===== src/rtl/pci_par_pkg.sv =====
package pci_par_pkg;
  localparam int unsigned DEF_LANES  = 2;
  localparam int unsigned DEF_LANE_W = 32;
  localparam int unsigned DEF_BE_W   = 4;

  typedef struct packed {
    logic addr_phase;
    logic data_phase;
    logic irdy_n;
    logic trdy_n;
    logic write_xfer;
    logic master_role;
  } phase_ctl_t;
endpackage


===== src/rtl/pci_par_drive_ctrl.sv =====
module pci_par_drive_ctrl
  import pci_par_pkg::*;
(
  input  phase_ctl_t ctl,
  output logic       own_now
);
  logic addr_own, wr_own, rd_own;

  always_comb begin
    addr_own = ctl.addr_phase & ctl.master_role;
    wr_own   = ctl.data_phase & ctl.master_role & ctl.write_xfer & ~ctl.irdy_n;
    rd_own   = ctl.data_phase & ~ctl.master_role & ~ctl.write_xfer & ~ctl.trdy_n;
    own_now  = addr_own | wr_own | rd_own;
  end
endmodule


===== src/rtl/pci_par_lane.sv =====
module pci_par_lane #(
  parameter int unsigned LANE_W = 32,
  parameter int unsigned BE_W   = 4
) (
  input  logic              clk,
  input  logic              rst_n,
  input  logic [LANE_W-1:0] lane_data,
  input  logic [BE_W-1:0]   lane_be_n,
  input  logic              capture,
  input  logic              lane_en,
  output logic              par_q,
  output logic              oe_q
);
  localparam int unsigned COV_W = LANE_W + BE_W;

  logic [COV_W-1:0] covered;
  logic             take;

  assign covered = {lane_be_n, lane_data};
  assign take    = capture & lane_en;

  always_ff @(posedge clk or negedge rst_n) begin
    if (!rst_n) begin
      par_q <= 1'b0;
      oe_q  <= 1'b0;
    end else begin
      oe_q <= take;
      if (take) par_q <= ^covered;
    end
  end


  even_parity_chk: assert property (@(posedge clk) disable iff (!rst_n)
    take |=> (($countones({$past(covered), par_q}) % 2) == 0));


  hold_when_idle_chk: assert property (@(posedge clk) disable iff (!rst_n)
    !take |=> $stable(par_q));


  lane_gate_chk: assert property (@(posedge clk) disable iff (!rst_n)
    !lane_en |=> !oe_q);
endmodule


===== src/rtl/pci_parity_gen.sv =====
module pci_parity_gen
  import pci_par_pkg::*;
#(
  parameter int unsigned NUM_LANES = DEF_LANES,
  parameter int unsigned LANE_W    = DEF_LANE_W,
  parameter int unsigned BE_W      = DEF_BE_W
) (
  input  logic                          clk,
  input  logic                          rst_n,
  input  logic [NUM_LANES*LANE_W-1:0]   ad,
  input  logic [NUM_LANES*BE_W-1:0]     cbe_n,
  input  logic                          addr_phase,
  input  logic                          data_phase,
  input  logic                          irdy_n,
  input  logic                          trdy_n,
  input  logic                          write_xfer,
  input  logic                          master_role,
  input  logic                          wide_bus,
  output logic [NUM_LANES-1:0]          par,
  output logic [NUM_LANES-1:0]          par_oe
);
  phase_ctl_t ctl;
  logic       own_now;

  assign ctl = '{addr_phase: addr_phase, data_phase: data_phase,
                 irdy_n: irdy_n, trdy_n: trdy_n,
                 write_xfer: write_xfer, master_role: master_role};

  pci_par_drive_ctrl u_ctrl (
    .ctl     (ctl),
    .own_now (own_now)
  );

  for (genvar i = 0; i < NUM_LANES; i++) begin : g_lane
    logic en;
    assign en = (i == 0) ? 1'b1 : wide_bus;

    pci_par_lane #(.LANE_W(LANE_W), .BE_W(BE_W)) u_lane (
      .clk       (clk),
      .rst_n     (rst_n),
      .lane_data (ad[i*LANE_W +: LANE_W]),
      .lane_be_n (cbe_n[i*BE_W +: BE_W]),
      .capture   (own_now),
      .lane_en   (en),
      .par_q     (par[i]),
      .oe_q      (par_oe[i])
    );
  end


  no_target_write_drive_chk: assert property (@(posedge clk) disable iff (!rst_n)
    (!master_role && write_xfer) |=> (par_oe == '0));


  no_initiator_read_data_chk: assert property (@(posedge clk) disable iff (!rst_n)
    (master_role && !write_xfer && !addr_phase) |=> (par_oe == '0));


  initiator_addr_drive_chk: assert property (@(posedge clk) disable iff (!rst_n)
    (master_role && addr_phase) |=> par_oe[0]);


  initiator_wait_quiet_chk: assert property (@(posedge clk) disable iff (!rst_n)
    (master_role && write_xfer && irdy_n && !addr_phase) |=> (par_oe == '0));
endmodule


===== config.mk =====
export PLATFORM = sky130hd
export DESIGN_NAME = pci_parity_gen
export DESIGN_NICKNAME = d
export VERILOG_FILES = /design/src/rtl/pci_par_pkg.sv /design/src/rtl/pci_par_drive_ctrl.sv /design/src/rtl/pci_par_lane.sv /design/src/rtl/pci_parity_gen.sv
export SDC_FILE = /design/constraint.sdc
export NUM_CORES = 1
export LEC_CHECK = 0
export BUFFER_PORTS_ARGS = -buffer_cell sky130_fd_sc_hd__buf_2
export CAP_MARGIN = 20
export CORE_UTILIZATION = 35
export DETAILED_ROUTE_END_ITERATION = 8
export PLACE_DENSITY = 0.81
export SLEW_MARGIN = 0
export SYNTH_ARGS = -nofsm -noshare
export SYNTH_HDL_FRONTEND = slang
export SYNTH_HIERARCHICAL = 1
export SYNTH_SLANG_ARGS = --single-unit

===== constraint.sdc =====
create_clock -name clk -period 1.15 [get_ports clk]
set_clock_uncertainty 0.05 [all_clocks]
set_input_delay 0.23 -clock clk [delete_from_list [all_inputs] [get_ports clk]]
set_output_delay 0.23 -clock clk [all_outputs]
set_load 0.05 [all_outputs]

## Word level (Yosys, flattened, before mapping)

Index checks and enable logic that the tools add are counted.
Widths: inputs -> output; s select.

- Bitwise logic cells: 14
- Reduce and logical (&&, ||, !) cells: 2

Operators by type and width:

| kind | count |
|---|---|
| $reduce_xor 36->1 | 2 |
| $and 1x1->1 | 8 |
| $not 1->1 | 4 |
| $or 1x1->1 | 2 |

- Bits in registers: 4
- Logic and storage cells: 20
- Output and inout port bits: 4

## Longest topological paths before layout

- Depth after elaboration: 6
- Gate-level depth with buffers: 6

## Hierarchy

The synthesis kept the hierarchy.

Modules (own cells, without submodules):

| module | cells an instance | area an instance (sq um) | sequential area each (sq um) | instances |
|---|---|---|---|---|
| pci_par_lane | 39 | 376.6 | 50.0 | 2 |
| pci_par_drive_ctrl | 4 | 27.5 | 0.0 | 1 |
| pci_parity_gen | 1 | 3.8 | 0.0 | 1 |

## Worst setup path before layout

Ideal clock, no wire load.

- Path type: in2reg
- From: input port cbe_n[0]
- To: register g_lane[0].u_lane.par_q
- Slack: -0.317 ns
- Stages on the path: 6
- Setup time: 0.123 ns
- Arrival: 1.294 ns
- Required time: 0.977 ns
- Cells stage by stage: xnor2_1 > xnor2_1 > xnor2_1 > xnor3_1 > xnor2_1 > a21oi_1

- Longest elaborated chain between the ends: 1

RTL lines:

| element | line | text |
|---|---|---|
| start, declared | pci_parity_gen.sv:11 | `input logic [NUM_LANES*BE_W-1:0] cbe_n,` |
| $reduce_xor 36->1 | pci_par_lane.sv:28 | `if (take) par_q <= ^covered;` |
| end signal, assigned | pci_par_lane.sv:28 |  |
| end, declared | pci_par_lane.sv:11 | `output logic par_q,` |

No other way between the ends.
A chain may end at the register's enable or synchronous reset.

## Worst setup path in the final report

- From: input port cbe_n[3]
- To: register g_lane[0].u_lane.par_q

The elaborated chain is that of the path after synthesis.

==> impl_metrics.ini <==
[run_status]
outcome = complete, but fails checks
violations = setup timing

[drt]
drtIter0Drc = 4
wire_per_inst_microns = 11.9
first_pass_iters = 4
vias = 876
wirelength_microns = 2360
ant_nets = 0
via_per_inst = 4.40
drc = 0

[cells_and_area]
nets = 255
stdcell_area_sq_um = 1540
layout.cells.most_common = buf_2
final_cell_mix = buf_2 (63), xnor2_1 (44), buf_6 (18), xnor2_2 (15), xor2_1 (6)
n_antenna_cell = 0
layout-drive-gt1-share = 0.605
areaGrowthSynthToFinish_pct = 96.0
layout.cells.non_filler = 199

[die]
placementRows = 16
start_util = 0.384
die-area_sq_um = 2430
core_sq_um = 2040
die_y_microns = 49.3
die_w_microns = 49.3
ios = 85

[timing]
setup_slack_ns = -0.332
setup_viol_count_final = 2
fin_crit_sh = 1.29
slew_violations = 0
fin_crit_ns = 1.48
grt_setup_unrepaired = true
hold_slack_ns = 0.202
fmax_mhz = 675
finalHoldViolCount = 0

[power_and_ir_drop]
clockPowerShare = 0.109
netSwitchingFraction = 0.382
powerDensity_nw_per_um2 = 1060
power.internal_mw = 1.01
pwr-share-seq = 0.125
leakage_nw = 0.745
vdd_drop_max_v = 0.000839
combPwrFrac = 0.767
p_sw_mw = 0.623

[synth]
avgSynthCellArea_sq_um = 9.45
synth_top_area_frac = 0.670
ys_seq_area_frac = 0.128
yosysWarnings = 6
synthTopCellsByArea = xnor2_1 (67%), dfrtp_1 (13%), xor2_1 (6.7%)
ys_ff_latch = 4
synth_area_leader_cell = xnor2_1
syn_nets = 164
syn_area_sq_um = 785
ys_types = 12
syn_inst = 83

[worst_hold_path]
hp-start = wide_bus
hold_path_depth = 2
hold_path_class = input port to flop
whs_endpoint = g_lane[1].u_lane/oe_q

[placed_design]
dpl_worst_slack_ns = -0.532
place_congestion = 0.627
place_area_sq_um = 1260
hpwl_microns = 1650
io_buffers = 84
place_inst = 195

[setup_path]
r2r_end = g_lane[1].u_lane/par_q
reg2reg_depth = 2
r2r_slack_ns = 0.45
start_kind = input port
r2r-start = g_lane[1].u_lane/par_q
critPathMaxFanout = 1
startpoint = cbe_n[3]
path_class = input port to flop
end_kind = flop
crit_required_ns = 1.22
crit_arrival_ns = 1.55

[global_routing]
grt_pass1_wl_microns = 3440
grt_max_degree = 5
antenna_found_initial = 0
first_global_vias = 879
grt_use_total = 0.190
grt-ovfl-total = 0

[job]
cap_violations = 0

[cts]
cts_root_buffer = clkbuf_4
clock_sinks = 4
cts_tree = yes
post_cts_buffers = 0
clk_latency_ns = 0.24
clock_path_buffers = 2
clk_pin_slew_worst_paths_ns = 0.04
htreeDepth = 1
cts_buffers = 3
[how the worst max path moves through the flow]
stage | endpoint | slack (ns) | depth (start not counted)
floorplan | g_lane[0].u_lane/par_q | -0.30 | 6
global placement | g_lane[0].u_lane/par_q | -0.48 | 7
detailed placement | g_lane[1].u_lane/par_q | -0.53 | 7
CTS | g_lane[1].u_lane/par_q | -0.25 | 7
global route | g_lane[0].u_lane/par_q | -0.41 | 7
finish | g_lane[0].u_lane/par_q | -0.33 | 7
[cell usage after synthesis]
cell,n
xnor2_1,60
xor2_1,6
dfrtp_1,4
a21oi_1,2
and2_1,2
nor2_1,2
xnor3_1,2
conb_1,1
nand2_1,1
nand3_1,1
nand4b_1,1
or4b_1,1
[sequential cells by signal, indices dropped and copies added, names as in the netlist]
| signal | cells |
|---|---|
| g_lane.u_lane/oe_q | 2 |
| g_lane.u_lane/par_q | 2 |
[critical path, stage by stage]
cell	delay [ns]
buf_6	0.10
xnor2_2	0.14
xnor2_1	0.22
xnor2_1	0.18
xnor3_1	0.44
xnor2_1	0.17
a21oi_1	0.08
[per-layer routing]
layer / vias up / GRT usage / part of all wire
met3: 4 / 0.0436 / 0.059
met4: 0 / 0.0833 / 0.011
met5: - / 0 / 0
met2: 40 / 0.406 / 0.65
met1: 398 / 0.155 / 0.28
li1: 434 / - / -
[through the flow]
stage / utilization / total power [mW] / setup TNS, ns
final: 0.753 / 1.63 / -0.635
after global routing: 0.753 / 1.74 / -0.740
after CTS: 0.673 / 1.53 / -0.464
after detailed placement: 0.618 / 1.31 / -1.23
after global placement: 0.618 / 1.29 / -1.14
after floorplan: - / 1.05 / -0.597
[power by group through the flow]
stage                     logic (mW)  clock network (mW)  registers, mW
after floorplan                0.717                   0          0.335
after global placement          1.09                   0          0.199
final                           1.25               0.177          0.203
after global routing            1.33               0.202          0.206
after detailed placement        1.11                   0          0.201
after CTS                       1.15               0.184          0.199
[logic make-up (layout without fill, tap and decap cells)]
| kind of cell | Yosys count | in the layout | share of synthesized area |
|---|---|---|---|
| xor+xnor | 68 | 68 | 0.794 |
| buf+inv | 0 | 89 | 0 |
| other cells | 1 | 1 | 0.00478 |
| compound gates | 2 | 2 | 0.0128 |
| simple gates | 8 | 8 | 0.0606 |
| flops | 4 | 4 | 0.128 |
[what timing repair did]
item | CTS | global route
hold buffers | 1 | 0
setup endpoints to repair | 2 | 4
resized for setup | 12 | 25
hold endpoints to repair | 4 | 0
pin swaps | 11 | 19
[area by class of cell]
type / instances / area, sq um
Multi-Input combinational cell: 79 / 816
Timing Repair Buffer: 86 / 566
Fill cell: 141 / 504
Tap cell: 27 / 33.8
Sequential cell: 4 / 100
Clock buffer: 3 / 22.5
(Power assumes the default switching activity.)
